--- src/rtl/can_init_pkg.sv ---
package can_init_pkg;
  typedef struct packed {
    logic brs_en;
    logic fd_en;
    logic test;
    logic no_retx;
    logic monitor;
    logic cfg_en;
    logic init;
  } ctl_t;

  localparam int CTL_W  = $bits(ctl_t);
  localparam int ADDR_W = 2;
  localparam logic [ADDR_W-1:0] ADDR_CTL  = 2'd0;
  localparam logic [ADDR_W-1:0] ADDR_NBT  = 2'd1;
  localparam logic [ADDR_W-1:0] ADDR_TOCC = 2'd2;
endpackage

--- src/rtl/cic_ctl_reg.sv ---
module cic_ctl_reg
  import can_init_pkg::*;
(
  input  logic clk,
  input  logic rst_n,
  input  logic wr_ctl,
  input  ctl_t wr_val,
  input  logic hw_req,
  output ctl_t ctl_q,
  output logic cfg_rise
);
  ctl_t nx;
  logic unl;

  always_comb begin
    unl = ctl_q.init & ctl_q.cfg_en;
    nx  = ctl_q;
    if (wr_ctl) begin
      nx.init = wr_val.init;
      if (ctl_q.init | wr_val.init) nx.cfg_en = wr_val.cfg_en;
      // set only when unlocked, clear always allowed
      nx.test    = unl ? wr_val.test    : (ctl_q.test & wr_val.test);
      nx.monitor = unl ? wr_val.monitor : (ctl_q.monitor & wr_val.monitor);
      if (unl) begin
        nx.no_retx = wr_val.no_retx;
        nx.fd_en   = wr_val.fd_en;
        nx.brs_en  = wr_val.brs_en;
      end
    end
    if (hw_req) nx.init = 1'b1;
    if (!nx.init) nx.cfg_en = 1'b0;
  end

  assign cfg_rise = nx.cfg_en & ~ctl_q.cfg_en;

  always_ff @(posedge clk or negedge rst_n) begin
    if (!rst_n) begin
      ctl_q      <= '0;
      ctl_q.init <= 1'b1;
    end else begin
      ctl_q <= nx;
    end
  end
endmodule

--- src/rtl/cic_cfg_regs.sv ---
module cic_cfg_regs #(
  parameter int          DW       = 32,
  parameter int          TOC_W    = 16,
  parameter logic [31:0] NBT_RST  = 32'h0600_0A03,
  parameter logic [31:0] TOCC_RST = 32'hFFFF_0000
) (
  input  logic             clk,
  input  logic             rst_n,
  input  logic             wr_nbt,
  input  logic             wr_tocc,
  input  logic [DW-1:0]    wr_data,
  input  logic             load_toc,
  output logic [DW-1:0]    nbt_q,
  output logic [DW-1:0]    tocc_q,
  output logic [TOC_W-1:0] toc_q
);
  localparam int PRE_HI = DW - 1;
  localparam logic [DW-1:0] TOCC_R = DW'(TOCC_RST);

  always_ff @(posedge clk or negedge rst_n) begin
    if (!rst_n) begin
      nbt_q  <= DW'(NBT_RST);
      tocc_q <= TOCC_R;
      toc_q  <= TOCC_R[PRE_HI -: TOC_W];
    end else begin
      if (wr_nbt)   nbt_q  <= wr_data;
      if (wr_tocc)  tocc_q <= wr_data;
      if (load_toc) toc_q  <= tocc_q[PRE_HI -: TOC_W];
    end
  end
endmodule

--- src/rtl/cic_idle_det.sv ---
module cic_idle_det #(
  parameter int IDLE_BITS = 11
) (
  input  logic clk,
  input  logic rst_n,
  input  logic hold,
  input  logic bit_strobe,
  input  logic rx_bit,
  output logic run_q
);
  localparam int CW = $clog2(IDLE_BITS + 1);
  localparam logic [CW-1:0] LAST = CW'(IDLE_BITS - 1);
  localparam logic [CW-1:0] FULL = CW'(IDLE_BITS);

  logic [CW-1:0] cnt;
  logic          hit;

  assign hit = bit_strobe & rx_bit & (cnt == LAST) & ~hold;

  always_ff @(posedge clk or negedge rst_n) begin
    if (!rst_n) begin
      cnt   <= '0;
      run_q <= 1'b0;
    end else begin
      if (hold)            cnt <= '0;
      else if (bit_strobe) cnt <= rx_bit ? ((cnt == FULL) ? cnt : cnt + 1'b1) : '0;
      if (hold)     run_q <= 1'b0;
      else if (hit) run_q <= 1'b1;
    end
  end
endmodule

--- src/rtl/can_init_ctrl.sv ---
module can_init_ctrl
  import can_init_pkg::*;
#(
  parameter int          DW        = 32,
  parameter int          TOC_W     = 16,
  parameter int          IDLE_BITS = 11,
  parameter logic [31:0] NBT_RST   = 32'h0600_0A03,
  parameter logic [31:0] TOCC_RST  = 32'hFFFF_0000
) (
  input  logic              clk,
  input  logic              rst_n,
  input  logic              wr_en,
  input  logic [ADDR_W-1:0] wr_addr,
  input  logic [DW-1:0]     wr_data,
  input  logic              hw_ram_err,
  input  logic              hw_bus_off,
  input  logic              bit_strobe,
  input  logic              rx_bit,
  input  logic              tx_core,
  output logic [CTL_W-1:0]  ctl_q,
  output logic [DW-1:0]     nbt_q,
  output logic [DW-1:0]     tocc_q,
  output logic [TOC_W-1:0]  toc_q,
  output logic              tx_pin,
  output logic              xfer_en,
  output logic              tx_hold,
  output logic              rx_hold
);
  ctl_t ctl_s;
  logic cfg_rise, unlocked, run_q;
  logic wr_ctl, wr_nbt, wr_tocc;

  assign unlocked = ctl_s.init & ctl_s.cfg_en;
  assign wr_ctl   = wr_en & (wr_addr == ADDR_CTL);
  assign wr_nbt   = wr_en & (wr_addr == ADDR_NBT)  & unlocked;
  assign wr_tocc  = wr_en & (wr_addr == ADDR_TOCC) & unlocked;

  cic_ctl_reg u_ctl (
    .clk      (clk),
    .rst_n    (rst_n),
    .wr_ctl   (wr_ctl),
    .wr_val   (ctl_t'(wr_data[CTL_W-1:0])),
    .hw_req   (hw_ram_err | hw_bus_off),
    .ctl_q    (ctl_s),
    .cfg_rise (cfg_rise)
  );

  cic_cfg_regs #(
    .DW(DW), .TOC_W(TOC_W), .NBT_RST(NBT_RST), .TOCC_RST(TOCC_RST)
  ) u_cfg (
    .clk      (clk),
    .rst_n    (rst_n),
    .wr_nbt   (wr_nbt),
    .wr_tocc  (wr_tocc),
    .wr_data  (wr_data),
    .load_toc (cfg_rise),
    .nbt_q    (nbt_q),
    .tocc_q   (tocc_q),
    .toc_q    (toc_q)
  );

  cic_idle_det #(.IDLE_BITS(IDLE_BITS)) u_idle (
    .clk        (clk),
    .rst_n      (rst_n),
    .hold       (ctl_s.init),
    .bit_strobe (bit_strobe),
    .rx_bit     (rx_bit),
    .run_q      (run_q)
  );

  assign ctl_q   = ctl_s;
  assign xfer_en = run_q & ~ctl_s.init;
  assign tx_pin  = xfer_en ? tx_core : 1'b1;
  assign tx_hold = ctl_s.cfg_en;
  assign rx_hold = ctl_s.cfg_en;
endmodule

--- config.mk ---
export PLATFORM = sky130hd
export DESIGN_NAME = can_init_ctrl
export DESIGN_NICKNAME = d
export VERILOG_FILES = /design/src/rtl/can_init_pkg.sv /design/src/rtl/cic_ctl_reg.sv /design/src/rtl/cic_cfg_regs.sv /design/src/rtl/cic_idle_det.sv /design/src/rtl/can_init_ctrl.sv
export SDC_FILE = /design/constraint.sdc
export NUM_CORES = 1
export LEC_CHECK = 0
export BUFFER_PORTS_ARGS = -buffer_cell sky130_fd_sc_hd__buf_2
export CAP_MARGIN = 20
export CORE_ASPECT_RATIO = 2
export CORE_MARGIN = 1
export CORE_UTILIZATION = 36
export CTS_BUF_LIST = sky130_fd_sc_hd__clkbuf_8
export CTS_CLUSTER_DIAMETER = 40
export CTS_CLUSTER_SIZE = 28
export DETAILED_ROUTE_END_ITERATION = 16
export PLACE_DENSITY = 0.72
export SYNTH_ARGS = -nofsm -noshare
export SYNTH_HDL_FRONTEND = slang
export SYNTH_SLANG_ARGS = --single-unit
--- constraint.sdc ---
create_clock -name clk -period 1.8 [get_ports clk]
set_clock_uncertainty 0.05 [all_clocks]
set_input_delay 0.27 -clock clk [delete_from_list [all_inputs] [get_ports clk]]
set_output_delay 0.27 -clock clk [all_outputs]
set_load 0.005 [all_outputs]
==> reports/results.tsv <==
metric	value	unit
status	finished, final reports clean	
commonest non-fill, non-tap cell in the layout	buf_2	
Final Hold Fails	0	
worst skew pair latency	0.35	ns
Req. time, crit path	2.00	ns
routed length on met3	245	µm
Layout fillers	932	
P&R area growth vs syn	31.4	%
R2R Setup Slk	0.06	ns
largest net degree at the start of global routing	93	
CTS Buffer Depth	2	
Vias	2491	
Synth cell types	33	
Port Buffer Count	132	
Die Y	147	µm
fraction of registers with async set/reset	100	%
Slew @ Worst Pin	0.506	ns
r2r startpoint	u_ctl.ctl_q[0]	
RSZ-0062 raised after global routing	false	
wire per inst	16.3	µm
CTS buffer count	9	
drt first pass iters	3	
most frequent cells in the layout	buf_2 (131), mux2_2 (73), dfrtp_1 (53)	
H-tree depth	3	
detailed placement HPWL	6.09	mm
total track usage	16.6	%
Syn. warnings	0	
total of max-cap violations	0	
vias in the first global route	2677	
initial core utilization	37.2	%
FP Rows	52	
critical path type	register to register	
P_leak	2.34	nW
post-synthesis instance area	3770	µm²
top sig layer	met4	
Hold Crit Depth	2	
core area	10100	µm²
# setup viols final	0	
final period utilization	96.5	%
violation count after the first detailed-route iteration	67	
antenna viol nets, final	0	
chip width	74.4	µm
crit path DAT	1.93	ns
clock tree root driver cell	clkbuf_8	
Syn Nets	282	
Slew HR	66.3	%
ANT cells	0	
#FFs+latches synth	92	
Final Max Tran Viols	0	
area of the multi-input gates	1320	µm²
Post-Synthesis Cells	238	
PD cells	1100	nW/µm²
drt drc	0	
sequential element share of the synthesized area	62.3	%
clk slew on worst S/H paths	0.09	ns
GRT Residual Overflow	0	
nets@finish	428	
reg2reg path depth	5	
Reg2Reg Capture Point	u_cfg.nbt_q[21]	
initial antenna violation count	0	
global-route wire length before repair	13.3	mm
nature of the critical path endpoint	register	
metal2 WL	4.83	mm
hold crit path type	input port to register	
layout cell share with drive strength beyond 1	74.3	%
Die Area	10900	µm²
vias per inst	4.75	
HP Start	wr_data[18]	
total wire length	8.57	mm
Post-Route M1 WL	3.13	mm
# clock sinks	92	
Final TNS setup	0	ns
hold path endpoint	u_cfg.nbt_q[18]	
Seq. cell area	2350	µm²
GP Congestion	0.805	
startpoint types	register	
boundary pin count	133	
VDD IR-drop max	0.000631	V
crit path time final	1.74	ns
Pwr Total	5.45	mW
Max FO, Critical Path	16	
syn_area_per_cell	15.8	µm²
CTS tree	yes	
Max Fclk	576	MHz
Post-synth EDFFs	0	
Post-synth top flop	dfrtp_1	
-- repair_timing --
item	in CTS	in global routing
hold buffers	1	0
endpoints found under the hold margin	53	0
setup buffers	0	1
setup endpoints to repair	0	25
resized for setup	0	1
-- synth_stat cells, types with 2 or more instances --
library cell  count  area [µm²]
nand2b_1          2        12.5
nand2_1           5        18.8
o21ai_0           4        20.0
mux2_2           73         822
mux2_4           10         150
buf_6             2        22.5
nor3b_2           2        25.0
buf_4             3        22.5
dfrtp_1          53        1330
nor2_1            4        15.0
mux2i_1           3        30.0
ha_1              2        25.0
nor2b_1           4        25.0
o221ai_1          2        17.5
o22a_2            2        20.0
dfstp_2          39        1020
nand3_1           2        10.0
a21oi_1           3        15.0
inv_1             4        15.0
buf_2             6        30.0
-- cell type report --
| type | count | share of cell area, % |
|---|---|---|
| Sequential cell | 92 | 47.4 |
| Multi-Input combinational cell | 129 | 26.7 |
| Timing Repair Buffer | 148 | 17.7 |
| Tap cell | 135 | 3.41 |
| Clock buffer | 9 | 2.50 |
| Clock inverter | 7 | 1.97 |
| Inverter | 4 | 0.303 |
-- sequential cells by signal, indices dropped and copies added, names as in the netlist --
register and count:
u_ctl.ctl_q 7, u_idle.run_q 1, u_cfg.toc_q 16, u_cfg.nbt_q 32, u_idle.cnt 4, u_cfg.tocc_q 32
-- cells by family after synthesis --
| group | share of synthesized area [%] |
|---|---|
| flops | 62.3 |
| mux | 26.6 |
| simple gates | 4.31 |
| buf+inv | 3.28 |
| compound gates | 2.82 |
| fa+ha+maj | 0.663 |
-- worst max path at each step --
stage,startpoint,to,slack (ns),cells past startpoint
5_1_grt,u_ctl.ctl_q[0],u_cfg.nbt_q[22],0.003,5
3_3_place_gp,u_ctl.ctl_q[0],u_cfg.nbt_q[8],0.08,4
3_5_place_dp,u_ctl.ctl_q[0],u_cfg.nbt_q[5],0.06,4
2_1_floorplan,u_ctl.ctl_q[0],u_cfg.tocc_q[10],0.006,5
4_1_cts,u_ctl.ctl_q[0],u_cfg.nbt_q[31],0.04,4
6_report,u_ctl.ctl_q[0],u_cfg.nbt_q[21],0.06,5
-- routing by layer --
| layer | vias to the layer above | track usage (%) |
|---|---|---|
| li1 | 1133 | - |
| met1 | 1265 | 17.3 |
| met2 | 75 | 29.3 |
| met3 | 18 | 3.36 |
| met4 | 0 | 9.72 |
| met5 | - | 0 |
-- worst max-delay path: stages, from the launching register on --
cell     delay [ns]
dfstp_2        0.58
nand3_4        0.11
nor3b_4        0.24
buf_12         0.15
buf_12         0.15
mux2_2         0.34
-- stage by stage --
step | instances | hold slack [ns] | area [µm²] | util (%) | setup slack [ns]
final | 524 | 0.104 | 4960 | 48.8 | 0.0635
after global routing | 524 | 0.0806 | 4960 | 48.8 | 0.00254
after CTS | 522 | 0.0796 | 4900 | 48.3 | 0.0364
after detailed placement | 505 | 0.297 | 4670 | 46.0 | 0.0620
after global placement | 505 | 0.289 | 4670 | 46.0 | 0.0803
after floorplan | 238 | -0.0756 | 3780 | - | 0.00575
-- where the power goes --
| part | internal (mW) | switching (mW) | leakage, nW |
|---|---|---|---|
| Clock | 0.790 | 0.737 | 0.112 |
| Combinational | 0.667 | 0.451 | 1.18 |
| Sequential | 2.58 | 0.226 | 1.04 |
| Total | 4.04 | 1.41 | 2.34 |
Note: power is estimated with default switching activity, not from simulation.
